$ cat config.mk
export PLATFORM = sky130hd
export DESIGN_NAME = tmr8_timer
export DESIGN_NICKNAME = d
export VERILOG_FILES = /design/src/rtl/tmr8_pkg.sv /design/src/rtl/tmr8_edge_sync.sv /design/src/rtl/tmr8_prescaler.sv /design/src/rtl/tmr8_write_guard.sv /design/src/rtl/tmr8_count_reg.sv /design/src/rtl/tmr8_timer.sv
export SDC_FILE = /design/constraint.sdc
export NUM_CORES = 1
export LEC_CHECK = 0
export ABC_AREA = 0
export BUFFER_PORTS_ARGS = -buffer_cell sky130_fd_sc_hd__buf_4
export CAP_MARGIN = 10
export CORE_MARGIN = 3
export CORE_UTILIZATION = 55
export DETAILED_ROUTE_END_ITERATION = 6
export PLACE_DENSITY = 0.88
export SYNTH_ARGS = -nofsm -noshare
export SYNTH_HDL_FRONTEND = slang
export SYNTH_SLANG_ARGS = --single-unit
$ cat constraint.sdc
create_clock -name clk -period 5.35 [get_ports clk]
set_input_delay 1.07 -clock clk [delete_from_list [all_inputs] [get_ports clk]]
set_output_delay 1.07 -clock clk [all_outputs]
set_load 0.02 [all_outputs]
$ cat src/rtl/tmr8_pkg.sv
package tmr8_pkg;

  localparam int unsigned CNT_W       = 8;
  localparam int unsigned PS_SEL_W    = 3;
  localparam int unsigned SYNC_STAGES = 2;
  localparam int unsigned WR_HOLD     = 2;

  typedef struct packed {
    logic                src_ext;
    logic                edge_fall;
    logic                pre_bypass;
    logic [PS_SEL_W-1:0] pre_sel;
  } tmr_cfg_t;

endpackage

$ cat src/rtl/tmr8_edge_sync.sv
module tmr8_edge_sync #(
  parameter int unsigned STAGES = 2
) (
  input  logic clk,
  input  logic rst,
  input  logic smp_en,
  input  logic pin_i,
  input  logic fall_sel,
  output logic edge_o
);

  localparam int unsigned LEN = STAGES + 1;

  logic [LEN-1:0] sh_q;

  always_ff @(posedge clk) begin
    if (rst) sh_q[0] <= 1'b0;
    else if (smp_en) sh_q[0] <= pin_i;
  end

  generate
    for (genvar i = 1; i < LEN; i++) begin : g_stage
      always_ff @(posedge clk) begin
        if (rst) sh_q[i] <= 1'b0;
        else if (smp_en) sh_q[i] <= sh_q[i-1];
      end
    end
  endgenerate

  logic lvl_now, lvl_old;
  assign lvl_now = sh_q[STAGES-1];
  assign lvl_old = sh_q[STAGES];

  always_comb begin
    if (fall_sel) edge_o = smp_en & lvl_old & ~lvl_now;
    else          edge_o = smp_en & ~lvl_old & lvl_now;
  end

endmodule

$ cat src/rtl/tmr8_prescaler.sv
module tmr8_prescaler #(
  parameter int unsigned SEL_W = 3
) (
  input  logic             clk,
  input  logic             rst,
  input  logic             clr,
  input  logic             tick_i,
  input  logic             bypass,
  input  logic [SEL_W-1:0] sel,
  output logic             tick_o
);

  localparam int unsigned PS_W = 1 << SEL_W;

  logic [PS_W-1:0] acc_q;
  logic [PS_W-1:0] mask;
  logic            hit;

  generate
    for (genvar i = 0; i < PS_W; i++) begin : g_mask
      assign mask[i] = (sel >= SEL_W'(i));
    end
  endgenerate

  always_ff @(posedge clk) begin
    if (rst || clr) acc_q <= '0;
    else if (tick_i) acc_q <= acc_q + 1'b1;
  end

  assign hit    = ((acc_q & mask) == mask);
  assign tick_o = tick_i & (bypass | hit);

endmodule

$ cat src/rtl/tmr8_write_guard.sv
module tmr8_write_guard #(
  parameter int unsigned HOLD = 2
) (
  input  logic clk,
  input  logic rst,
  input  logic wr,
  input  logic cyc_en,
  output logic blocked
);

  localparam int unsigned GW = $clog2(HOLD + 1);

  logic [GW-1:0] left_q;

  always_ff @(posedge clk) begin
    if (rst) left_q <= '0;
    else if (wr) left_q <= GW'(HOLD);
    else if (cyc_en && (left_q != '0)) left_q <= left_q - 1'b1;
  end

  assign blocked = (left_q != '0);

endmodule

$ cat src/rtl/tmr8_count_reg.sv
module tmr8_count_reg #(
  parameter int unsigned W = 8
) (
  input  logic         clk,
  input  logic         rst,
  input  logic         wr,
  input  logic [W-1:0] wdata,
  input  logic         inc,
  input  logic         flag_clr,
  output logic [W-1:0] cnt_o,
  output logic         flag_o
);

  logic [W-1:0] cnt_q;
  logic         flag_q;
  logic         wrap;

  assign wrap = inc & ~wr & (cnt_q == {W{1'b1}});

  always_ff @(posedge clk) begin
    if (rst) cnt_q <= '0;
    else if (wr) cnt_q <= wdata;
    else if (inc) cnt_q <= cnt_q + 1'b1;
  end

  always_ff @(posedge clk) begin
    if (rst) flag_q <= 1'b0;
    else flag_q <= wrap | (flag_q & ~flag_clr);
  end

  assign cnt_o  = cnt_q;
  assign flag_o = flag_q;

endmodule

$ cat src/rtl/tmr8_timer.sv
module tmr8_timer
  import tmr8_pkg::*;
(
  input  logic                clk,
  input  logic                rst,
  input  logic                cyc_en,
  input  logic                cfg_src_ext,
  input  logic                cfg_edge_fall,
  input  logic                cfg_pre_bypass,
  input  logic [PS_SEL_W-1:0] cfg_pre_sel,
  input  logic                cnt_wr,
  input  logic [CNT_W-1:0]    cnt_wdata,
  output logic [CNT_W-1:0]    cnt_rdata,
  input  logic                ext_clk,
  output logic                ovf_flag,
  input  logic                ovf_clr
);

  tmr_cfg_t cfg;
  assign cfg = '{src_ext: cfg_src_ext, edge_fall: cfg_edge_fall,
                 pre_bypass: cfg_pre_bypass, pre_sel: cfg_pre_sel};

  logic pin_edge, src_tick, hold_off, gated_tick, cnt_inc;

  tmr8_edge_sync #(.STAGES(SYNC_STAGES)) u_sync (
    .clk(clk), .rst(rst), .smp_en(cyc_en), .pin_i(ext_clk),
    .fall_sel(cfg.edge_fall), .edge_o(pin_edge)
  );

  tmr8_write_guard #(.HOLD(WR_HOLD)) u_guard (
    .clk(clk), .rst(rst), .wr(cnt_wr), .cyc_en(cyc_en), .blocked(hold_off)
  );

  assign src_tick   = cfg.src_ext ? pin_edge : cyc_en;
  assign gated_tick = src_tick & ~hold_off & ~cnt_wr;

  tmr8_prescaler #(.SEL_W(PS_SEL_W)) u_pre (
    .clk(clk), .rst(rst), .clr(cnt_wr), .tick_i(gated_tick),
    .bypass(cfg.pre_bypass), .sel(cfg.pre_sel), .tick_o(cnt_inc)
  );

  tmr8_count_reg #(.W(CNT_W)) u_cnt (
    .clk(clk), .rst(rst), .wr(cnt_wr), .wdata(cnt_wdata), .inc(cnt_inc),
    .flag_clr(ovf_clr), .cnt_o(cnt_rdata), .flag_o(ovf_flag)
  );

endmodule

---- Word-level counts from Yosys, hierarchy flattened ----
Index checks and enable logic that the tools add are counted.
storage, ports and cells
  input port bits ......................... 20
  ROM bits ................................ 0
  bits in registers ....................... 22
  output and inout bits ................... 9
  latch bits .............................. 0
  memories ................................ 0
  RAM bits ................................ 0
operators by class
  reduce and logical (&&, ||, !) cells .... 6
  multipliers ............................. 0
  div/mod/pow operators ................... 0
  equality and inequality tests ........... 2
  $lt $le $gt $ge ......................... 8
  shift operators ......................... 0
  add/subtract/negate cells ............... 3
  bitwise logic cells ..................... 18
  mux-type cells .......................... 6
operators by type and width
  operator                                              count
  adder 8 x 1 -> 8 bit (second input constant)          2
  2-to-1 mux 8 bit                                      2
  >= comparator 3 bit (second input constant)           4
  AND 1 bit                                             10
  AND 8 bit                                             1
  == test 8 bit                                         1
  == test 8 bit (second input constant)                 1
  >= comparator 3 x 1 -> 1 bit (second input constant)  2
  >= comparator 3 x 2 -> 1 bit (second input constant)  2
  nonzero test 2 bit                                    3
  inverter 1 bit                                        5
  2-to-1 mux 2 bit                                      2
  2-to-1 mux 1 bit                                      2
  bitwise OR 1 bit                                      2
  OR reduction 2 bit                                    1
  subtractor 2 x 1 -> 2 bit (second input constant)     1
  logical AND 1 bit                                     1
  logical OR 1 bit                                      1

---- Logic depth before layout (Yosys ltp) ----
Gate-level depths: netlist of the first run.
  depth in word-level cells ............... 11
  mapped depth ............................ 7
  mapped depth without buffers ............ 7

---- Hierarchy ----
A second synthesis of the first run with hierarchy kept.
second synthesis, totals
  cells, all modules ...................... 130
  area total of the unflattened synthesis .. 1,143.6 sq um
modules (own cells, without submodules)
  module            area each (sq um)  sequential area each (sq um)  cells each  instances
  tmr8_count_reg    494.2              180.2                         56          1
  tmr8_prescaler    394.1              160.2                         48          1
  tmr8_edge_sync    125.1              60.1                          12          1
  tmr8_write_guard  110.1              40.0                          12          1
  tmr8_timer        20.0               0.0                           2           1

---- Worst setup path before layout of the first run ----
Ideal clock, no wire load.
  path type ............................... input to register
  start point ............................. input cfg_edge_fall
  end point ............................... register u_cnt.cnt_q[5], in the netlist u_cnt.cnt_o[5]
  required time ........................... 5.230 ns
  arrival ................................. 2.440 ns
  setup time .............................. 0.120 ns
  stages on the path ...................... 5
  path slack .............................. 2.791 ns
  cells stage by stage .................... or3b_4 > a31oi_4 > nand4_2 > o31a_1 > o31a_1
on the way
  word-level cells in the longest chain between the ends .. 6
ends and longest elaborated chain
  item                                 line                  source
  from (decl)                          tmr8_timer.sv:8       input logic cfg_edge_fall,
  2-to-1 mux 1 bit                     tmr8_edge_sync.sv:35  if (fall_sel) edge_o = smp_en & lvl_old & ~lvl_now;
  2-to-1 mux 1 bit                     tmr8_timer.sv:34      assign src_tick = cfg.src_ext ? pin_edge : cyc_en;
  AND 1 bit (2 in a row)               tmr8_timer.sv:35      assign gated_tick = src_tick & ~hold_off & ~cnt_wr;
  AND 1 bit                            tmr8_prescaler.sv:31  assign tick_o = tick_i & (bypass | hit);
  nonzero test 2 bit (no source line)  -
  to (signal assigned)                 tmr8_count_reg.sv:22  else if (wr) cnt_q <= wdata;
  to (signal assigned)                 tmr8_count_reg.sv:23  else if (inc) cnt_q <= cnt_q + 1'b1;
  to (decl)                            tmr8_count_reg.sv:14  logic [W-1:0] cnt_q;
No other way between the ends.
A chain may end at the register's enable or synchronous reset.

---- Worst setup path after layout of the first run ----
Ends and elaborated chain as after synthesis.

==> flow_metrics.tcl, run 1 <==
set metrics [dict create \
    synth.cell_area_um2 1260 \
    setup_tns_ns 0 \
    numPortBuffers 28 \
    fin_crit_ns 2.44 \
    rsz0062_at_grt "no" \
    slew_headroom_pct 65.3 \
    ys_types 41 \
    start_util_pct 61.0 \
    setup.worst_path.start_class "input port" \
    finalSetupViolCount 0 \
    syn_nets 162 \
    antenna_cells 0 \
    ys_seq_area_share_pct 35.0 \
    dieArea_um2 2900 \
    wirelength_um 2830 \
    num_vias 1134 \
    hp-start "u_cnt.flag_o" \
    syn_inst 139 \
    cts_tree "yes" \
    p_leak_nw 0.616 \
    synth-simple-area-share_pct 28.2 \
    p_per_area_nw_per_um2 218 \
    syn2layout_area_growth_pct 20.5 \
    cts_root_buf "clkbuf_4" \
    dp_hpwl_um 2060 \
    synth-edff-count 0 \
    reg2reg_to "u_cnt.cnt_o[5]" \
    drtPass1Iterations 6 \
    grt_pass1_wl_um 4710 \
    cts.clk_slew.worst_paths_ns 0.12 \
    fmax_ghz 0.409 \
    io_pins 29 \
    layout-drive-gt1-share_pct 26.1 \
    dp.cells 188 \
    grt_pass1_vias 1048 \
    hold_viol_final 0 \
    r2r_slack_ns 3.38 \
    coreArea_um2 2060 \
    end_kind "register" \
    synth_top_flop_cell "dfxtp_1" \
    dr.first_iter.drc_count 24 \
    status "complete, no violations" \
    ys.warnings.count 0 \
    via_per_inst 5.91 \
    ys_seq_elements 22 \
    crit_required_ns 5.56 \
    antenna_found_initial 0 \
    ctsResizeCount 0 \
    cap_violations 0 \
    cts.sinks 22 \
    worst_hold_path.endpoint "u_cnt.flag_o" \
    post-route-drc-count 0 \
    postCtsHoldBufs 0 \
    syn_avg_cell_area_um2 9.06 \
    cts_made_buffers 3 \
    ant_nets 0 \
    clk_latency_ns 0.31 \
    min_path_type "reg -> reg" \
    maxSlewViolCount 0 \
    arrival_ns 2.65 \
    gr-total-overflow 0 \
    min_path_cells 2 \
    layout.nets 189 \
    finalClockSkew_ns 0.00312 \
    cp_max_fo 5 \
    synthAdderAreaFrac_pct 2.98 \
    die_y_um 53.8 \
    synth_compound_gate_area_share_pct 16.9 \
    row_count 16 \
    dieWidth_um 53.8 \
    ir_worst_vdd_v 0.000196 \
    clk_path_buf_depth 2 \
    reg2reg_from "u_sync.lvl_now" \
    post-route-period-util_pct 45.7 \
    cts_htree_levels 1 \
    ff2ff_path_depth 5 \
    ys_async_sr_fraction_pct 0 \
    postCtsSetupRepairBufs 0 \
    routabilityCongestion 0.843 \
    wl_per_cell_um 14.7 \
    total_power_mw 0.330 \
    tightest_slew_ns 0.521 \
    stdcell_count 192 \
    path_class "in -> reg" \
    grtUsageTotal_pct 22.2 \
    synth_xor_area_share_pct 6.96 \
    grt_max_degree 20 \
    synth_top_family_by_area "simple AND/OR/NAND/NOR gates" \
    synthMuxAreaShare_pct 6.36 \
]
==> metrics by stage <==
stage                     utilization [%]  cell area (um^2)  hold WS (ns)  setup WS [ns]
after floorplan                         -              1260         0.460           2.79
after global placement               71.8              1480         0.459           2.63
after detailed placement             71.8              1480         0.467           2.59
after CTS                            73.5              1520         0.487           2.91
after global routing                 73.5              1520         0.506           2.84
final                                73.5              1520         0.484           2.91
==> cell type report <==
cell class | count | area, um^2
fillers | 151 | 546
repair buffers | 28 | 210
flip-flops and latches | 22 | 440
clock buffers | 4 | 36.3
multi-input cells | 105 | 773
inverters | 6 | 22.5
well taps | 27 | 33.8
==> sequential cells by signal, indices dropped and copies added, names as in the netlist <==
register        flops
u_cnt.cnt_o         8
u_pre.acc_q         8
u_guard.left_q      2
u_cnt.flag_o        1
u_sync.lvl_now      1
u_sync.lvl_old      1
u_sync.sh_q         1
==> how the worst max path moves through the flow <==
| stage | start | endpoint | slack (ns) | depth (start not counted) |
|---|---|---|---|---|
| 3_5_place_dp | cfg_edge_fall | u_cnt.cnt_o[5] | 2.59 | 6 |
| 4_1_cts | cfg_edge_fall | u_cnt.cnt_o[5] | 2.91 | 6 |
| 5_1_grt | cfg_edge_fall | u_cnt.cnt_o[5] | 2.84 | 6 |
| 2_1_floorplan | cfg_edge_fall | u_cnt.cnt_o[5] | 2.79 | 5 |
| 3_3_place_gp | cfg_edge_fall | u_cnt.cnt_o[5] | 2.63 | 6 |
| 6_report | cfg_edge_fall | u_cnt.cnt_o[5] | 2.91 | 6 |
==> Yosys cell counts (2+ instances only) <==
cell type,n,area (um^2)
a211oi_1,4,30.0
a21oi_1,4,20.0
a31oi_4,2,42.5
and3_1,2,12.5
clkbuf_1,5,18.8
dfxtp_1,22,440
ha_1,3,37.5
inv_1,6,22.5
mux2i_1,8,80.1
nand2_1,9,33.8
nand2b_1,3,18.8
nand3_1,4,20.0
nand4_1,7,43.8
nor2_1,20,75.1
nor2b_1,3,18.8
nor4_1,2,12.5
nor4b_1,2,17.5
o31a_1,2,17.5
xnor2_1,2,17.5
xor2_1,8,70.1
==> per-layer routing <==
| metal | GRT usage [%] | routed length (um) | up-vias |
|---|---|---|---|
| met5 | 0 | 0 | - |
| met4 | 11.1 | 74 | 0 |
| met3 | 3.88 | 157 | 11 |
| met2 | 36.5 | 1390 | 37 |
| met1 | 27.6 | 1200 | 531 |
| li1 | - | - | 555 |
==> logic make-up (layout without fill, tap and decap cells) <==
group / after synthesis / after routing
AO/OA/AOI/OAI: 22 / 22
XOR/XNOR: 10 / 10
AND/OR/NAND/NOR: 62 / 62
flip-flops: 22 / 22
multiplexers: 8 / 8
buffers and inverters: 12 / 38
adder cells (fa/ha/maj): 3 / 3
==> power by group <==
part | internal, mW | switching (mW) | total, mW
clock | 0.0416 | 0.0494 | 0.0910
combinational | 0.0289 | 0.0319 | 0.0608
sequential | 0.170 | 0.00791 | 0.178
total | 0.241 | 0.0892 | 0.330
==> cell usage in the layout (no fill, tap or decap), types with 3 or more instances in the layout <==
cell      count
a21oi_1       4
clkbuf_4      3
nand4_1       7
ha_1          3
nand2_1       9
nor2b_1       3
a211oi_1      4
inv_1         6
dfxtp_1      22
nor2_1       20
mux2i_1       8
buf_4        28
nand2b_1      3
nand3_1       4
xor2_1        8
==> critical path, stage by stage <==
cell and delay [ns]:
buf_4 0.12, or3b_4 0.41, a31oi_4 0.26, nand4_2 0.23, o31a_1 0.34, o31a_1 0.23
(Power assumes the default switching activity.)
==> run 2, diff against run 1 <==
- ABC_AREA: 0 -> 1
- CORE_UTILIZATION: 55 -> 48
- PLACE_DENSITY: 0.88 -> 0.82
- clock period: 5.35 -> 2.2 ns (I/O delays scaled with it)
==> run 2 against run 1 <==
  * Die area up 20%
  * Sequential power increased by 140%
  * Register-to-register slack worse by 2.7 ns
  * Via count rose by 17%
==> flow_metrics.tcl, run 2 <==
set metrics [dict create \
    status "complete, no violations" \
    routabilityCongestion 0.821 \
    cp_max_fo 15 \
    regArea_um2 440 \
    setup.worst_path.start_class "register" \
    cp_slowest_cell "dfxtp_1" \
    reg2reg_from "u_guard.left_q[0]" \
    grt_pass1_vias 1106 \
    cts_tree "yes" \
    p_leak_nw 0.802 \
    holdWs_ns 0.279 \
    ant_nets 0 \
    dieWidth_um 58.9 \
    worst_hold_path.endpoint "u_cnt.flag_o" \
    io_pins 29 \
    fillers 254 \
    path_class "reg -> reg" \
    yosys-top-cells-area "dfxtp_1 (33%), nand2_1 (15%), inv_1 (8.7%)" \
    coreArea_um2 2570 \
    antenna_cells 0 \
    finalSetupViolCount 0 \
    final_cell_mix "nand2_1 (55), inv_1 (31), buf_4 (28)" \
    synth.cell_area_um2 1340 \
    layout-drive-gt1-share_pct 19.9 \
    ys_seq_elements 22 \
    postCtsSetupRepairBufs 0 \
    ys_types 25 \
    dieArea_um2 3460 \
    stdcell_area_um2 1610 \
    tightest_slew_ns 0.423 \
    crit_required_ns 2.42 \
    synth-edff-count 0 \
    maxSlewViolCount 0 \
    clk_path_buf_depth 2 \
    dp.cells 267 \
    synth_most_common_cell "nand2_1" \
    grt_max_degree 20 \
    setup_tns_ns 0 \
    finalClockSkew_ns 0.00617 \
    num_vias 1323 \
    cp-startpoint "u_guard.left_q[0]" \
    wl_per_cell_um 10.1 \
    syn_inst 214 \
    cts_root_buf "clkbuf_4" \
    layout_commonest_cell "nand2_1" \
    cts_made_buffers 3 \
    cts.clk_slew.worst_paths_ns 0.13 \
    cts.sinks 22 \
    synth_top_flop_cell "dfxtp_1" \
    ys.warnings.count 0 \
    post-synth-top-area-cell "dfxtp_1" \
    syn2layout_area_growth_pct 20.1 \
    layout.nets 265 \
    clk_latency_ns 0.31 \
    post-route-drc-count 0 \
    antenna_found_initial 0 \
    slew_headroom_pct 71.7 \
    gr-total-overflow 0 \
    wirelength_um 2740 \
    ys_async_sr_fraction_pct 0 \
    postCtsHoldBufs 0 \
    row_count 18 \
    ctsResizeCount 0 \
    start_util_pct 52.2 \
    place_area_um2 1560 \
    max_stage_delay_ns 0.32 \
    dp_hpwl_um 2030 \
    postLayoutCoreUtil_pct 62.7 \
    ff2ff_path_depth 9 \
    hold_viol_final 0 \
    syn_avg_cell_area_um2 6.27 \
    path_cells "inv_1 -> ha_1 -> nand2_1 -> inv_2 -> nand2_2 -> nor2_4 -> nand2_4 -> a21oi_1 -> nor2_1" \
    end_kind "register" \
    numPortBuffers 28 \
    arrival_ns 1.75 \
    die_y_um 58.9 \
    grtUsageTotal_pct 17.1 \
    multi_input_area_um2 727 \
    min_path_type "in -> reg" \
    rsz0062_at_grt "no" \
    reg2reg_to "u_cnt.cnt_o[2]" \
    stdcell_count 271 \
    grt_pass1_wl_um 4710 \
    fin_crit_ns 1.53 \
    hp-start "rst" \
    yosys.area.top_type_share_pct 32.8 \
    post-route-period-util_pct 69.6 \
    syn_nets 237 \
    dr.first_iter.drc_count 60 \
    min_path_cells 2 \
    cap_violations 0 \
    fmax_ghz 0.653 \
    cts_htree_levels 1 \
    r2r_slack_ns 0.67 \
    drtPass1Iterations 4 \
    synth_common_cells "nand2_1 (55), inv_1 (31), dfxtp_1 (22), nor2_1 (22), a21oi_1 (19)" \
    p_per_area_nw_per_um2 566 \
    ys_seq_area_share_pct 32.8 \
    ir_worst_vdd_v 0.000351 \
    via_per_inst 4.88 \
]
## run 2: area by class of cell
class | count | share of cell area [%]
multi-input combinational | 149 | 45.1
tap | 30 | 2.33
clock inverter | 1 | 1.86
clock buffer | 3 | 1.40
timing repair buffer | 28 | 13.1
inverter | 38 | 8.86
sequential | 22 | 27.4
## run 2: per-layer routing
metal  routed length [um]  global-route usage (%)  part of all wire (%)  vias to the layer above
met5                    0                       0                     0                        -
met4                   31                    4.85                   1.1                        0
met3                  131                    2.19                   4.8                        4
met2                 1150                    25.2                    42                       36
met1                 1430                    25.7                    52                      558
li1                     -                       -                     -                      725
## run 2: how the worst max path moves through the flow
stage / cells after the start / slack, ns / endpoint
2_1_floorplan: 8 / 0.77 / u_cnt.cnt_o[6]
3_3_place_gp: 10 / 0.64 / u_cnt.cnt_o[3]
3_5_place_dp: 10 / 0.58 / u_cnt.cnt_o[2]
4_1_cts: 9 / 0.65 / u_cnt.cnt_o[2]
5_1_grt: 9 / 0.47 / u_cnt.cnt_o[5]
6_report: 9 / 0.67 / u_cnt.cnt_o[2]
## run 2: worst max-delay path, delay by kind of cell, from the launching register on
| family | cells | cell delay, ns |
|---|---|---|
| simple gates | 5 | 0.66 |
| flops | 1 | 0.32 |
| fa+ha+maj | 1 | 0.17 |
| compound gates | 1 | 0.16 |
| buf+inv | 2 | 0.13 |
## run 2: metrics by stage
stage                     power (mW)  setup slack [ns]
after global routing           0.956             0.468
after global placement         0.605             0.643
after detailed placement       0.608             0.581
after floorplan                0.545             0.765
final                          0.912             0.668
after CTS                      0.917             0.653
## run 2: where the power goes
| part | leakage, nW | internal (mW) | total, mW | switching (mW) |
|---|---|---|---|---|
| clock network | 0.0279 | 0.184 | 0.311 | 0.127 |
| registers | 0.180 | 0.417 | 0.433 | 0.0163 |
| logic | 0.593 | 0.0726 | 0.167 | 0.0947 |
## run 2: cells by family after synthesis
family | count (synthesis) | share of synthesized area [%]
fa+ha+maj | 3 | 2.80
xor+xnor | 4 | 2.61
buf+inv | 43 | 13.0
simple gates | 109 | 36.3
compound gates | 33 | 12.5
flops | 22 | 32.8
==> run 3, diff against run 2 <==
- clock period: 2.2 -> 1.3 ns (I/O delays scaled with it)
==> run 3 against run 2 <==
  * The flow now finishes with violations (setup timing)
  * Clock skew decreased by 0.0036 ns
  * Sequential power up 69%
  * Clock-buffer cell count did not move
  * Register-to-register slack worse by 0.75 ns
==> flow_metrics.tcl, run 3 (synthesized netlist as in run 2, its figures left out) <==
set metrics [dict create \
    path_class "reg -> reg" \
    coreArea_um2 2570 \
    p_int_mw 0.982 \
    p_leak_nw 0.908 \
    status "complete, but fails checks" \
    place_area_um2 1680 \
    antenna_found_initial 0 \
    cp_max_fo 11 \
    start_util_pct 52.2 \
    setup_slack_ns -0.0790 \
    crit_required_ns 1.55 \
    slew_headroom_pct 77.0 \
    ir_worst_vdd_v 0.000701 \
    layout.nets 283 \
    p_seq_share_pct 51.9 \
    setup.worst_path.start_class "register" \
    p_per_area_nw_per_um2 764 \
    io_pins 29 \
    fmax_ghz 0.725 \
    cts.clk_slew.worst_paths_ns 0.12 \
    layout_commonest_cell "nand2_1" \
    setup_tns_ns -0.802 \
    post-route-drc-count 0 \
    p_sw_share_pct 30.3 \
    rsz0062_at_grt "yes" \
    p_clk_share_pct 22.2 \
    grt_pass1_vias 1246 \
    postLayoutCoreUtil_pct 71.8 \
    dieArea_um2 3460 \
    cts_root_buf "clkbuf_4" \
    wl_per_cell_um 11.1 \
    routabilityCongestion 0.803 \
    clk_path_buf_depth 2 \
    comb_power_share_pct 25.9 \
    via_per_inst 5.03 \
    dr.first_iter.drc_count 67 \
    tightest_slew_ns 0.344 \
    cts.sinks 22 \
    layout-drive-gt1-share_pct 35.3 \
    dp_hpwl_um 2230 \
    dieWidth_um 58.9 \
    finalSetupViolCount 15 \
    wirelength_um 3190 \
    cts_htree_levels 1 \
    num_vias 1448 \
    grt_max_degree 15 \
    die_y_um 58.9 \
    violations "setup timing" \
    r2r_slack_ns -0.08 \
    arrival_ns 1.63 \
    ant_nets 0 \
    row_count 18 \
    min_path_type "in -> reg" \
    cts_tree "yes" \
    maxSlewViolCount 0 \
    gr-total-overflow 0 \
    holdWs_ns 0.109 \
    stdcell_area_um2 1840 \
    numPortBuffers 28 \
    syn2layout_area_growth_pct 37.5 \
    cts_made_buffers 3 \
    clk_latency_ns 0.31 \
    grtUsageTotal_pct 19.0 \
    fin_crit_ns 1.38 \
    grt_pass1_wl_um 5090 \
    final_cell_mix "nand2_1 (50), buf_4 (43), inv_1 (29)" \
    p_sw_mw 0.426 \
    antenna_cells 0 \
    finalClockSkew_ns 0.00261 \
    hold_viol_final 0 \
    drtPass1Iterations 4 \
    end_kind "register" \
    post-route-period-util_pct 106 \
    cap_violations 0 \
]
## run 3: routing by layer
| metal | share of wire, % | GRT usage [%] |
|---|---|---|
| met5 | 0 | 0 |
| met4 | 1.6 | 7.77 |
| met3 | 4.8 | 1.97 |
| met2 | 48 | 32.0 |
| met1 | 46 | 24.5 |
## run 3: critical path, cell delays in order (launching register included)
cell and delay, ns:
dfxtp_2 0.34, inv_2 0.07, ha_4 0.14, nand2_2 0.05
inv_2 0.06, nand2_4 0.05, nor2_4 0.20, buf_12 0.17
nand2_2 0.06, nand2_1 0.06, inv_1 0.04, nor2_1 0.09
## run 3: through the flow
step,worst slack (ns),power [mW],cells
after detailed placement,-0.0657,1.06,280
after CTS,-0.0537,1.40,286
after global placement,-0.0246,1.05,280
after floorplan,0.00719,0.924,214
after global routing,-0.192,1.49,288
final,-0.0790,1.41,288
## run 3: repair_timing
item                       in CTS  in global routing
gates cloned                    1                  0
pin swaps                       3                  9
setup endpoints to repair      13                 17
hold buffers                    0                  0
setup buffers                   2                  2
resized for setup              23                 10
## run 3: worst paths after layout
check / startpoint / to / depth (start not counted)
setup / recovery: u_guard.left_q[1] / u_pre.acc_q[3] / 11
hold / removal: rst / u_cnt.flag_o / 2
setup reg to reg: u_guard.left_q[1] / u_pre.acc_q[3] / 11
hold reg to reg: u_sync.lvl_now / u_sync.lvl_now / 2
## run 3: final cells by class
type	count	area, um^2
inverters	38	145
clock buffers	3	22.5
well taps	30	37.5
flip-flops and latches	22	450
multi-input cells	150	835
repair buffers	45	354
fillers	224	723
## run 3: power by group through the flow
stage	registers [mW]	clock network, mW	logic, mW
5_1_grt	0.736	0.349	0.400
4_1_cts	0.730	0.319	0.351
3_3_place_gp	0.743	0	0.312
3_5_place_dp	0.744	0	0.318
6_report	0.731	0.312	0.365
2_1_floorplan	0.769	0	0.156
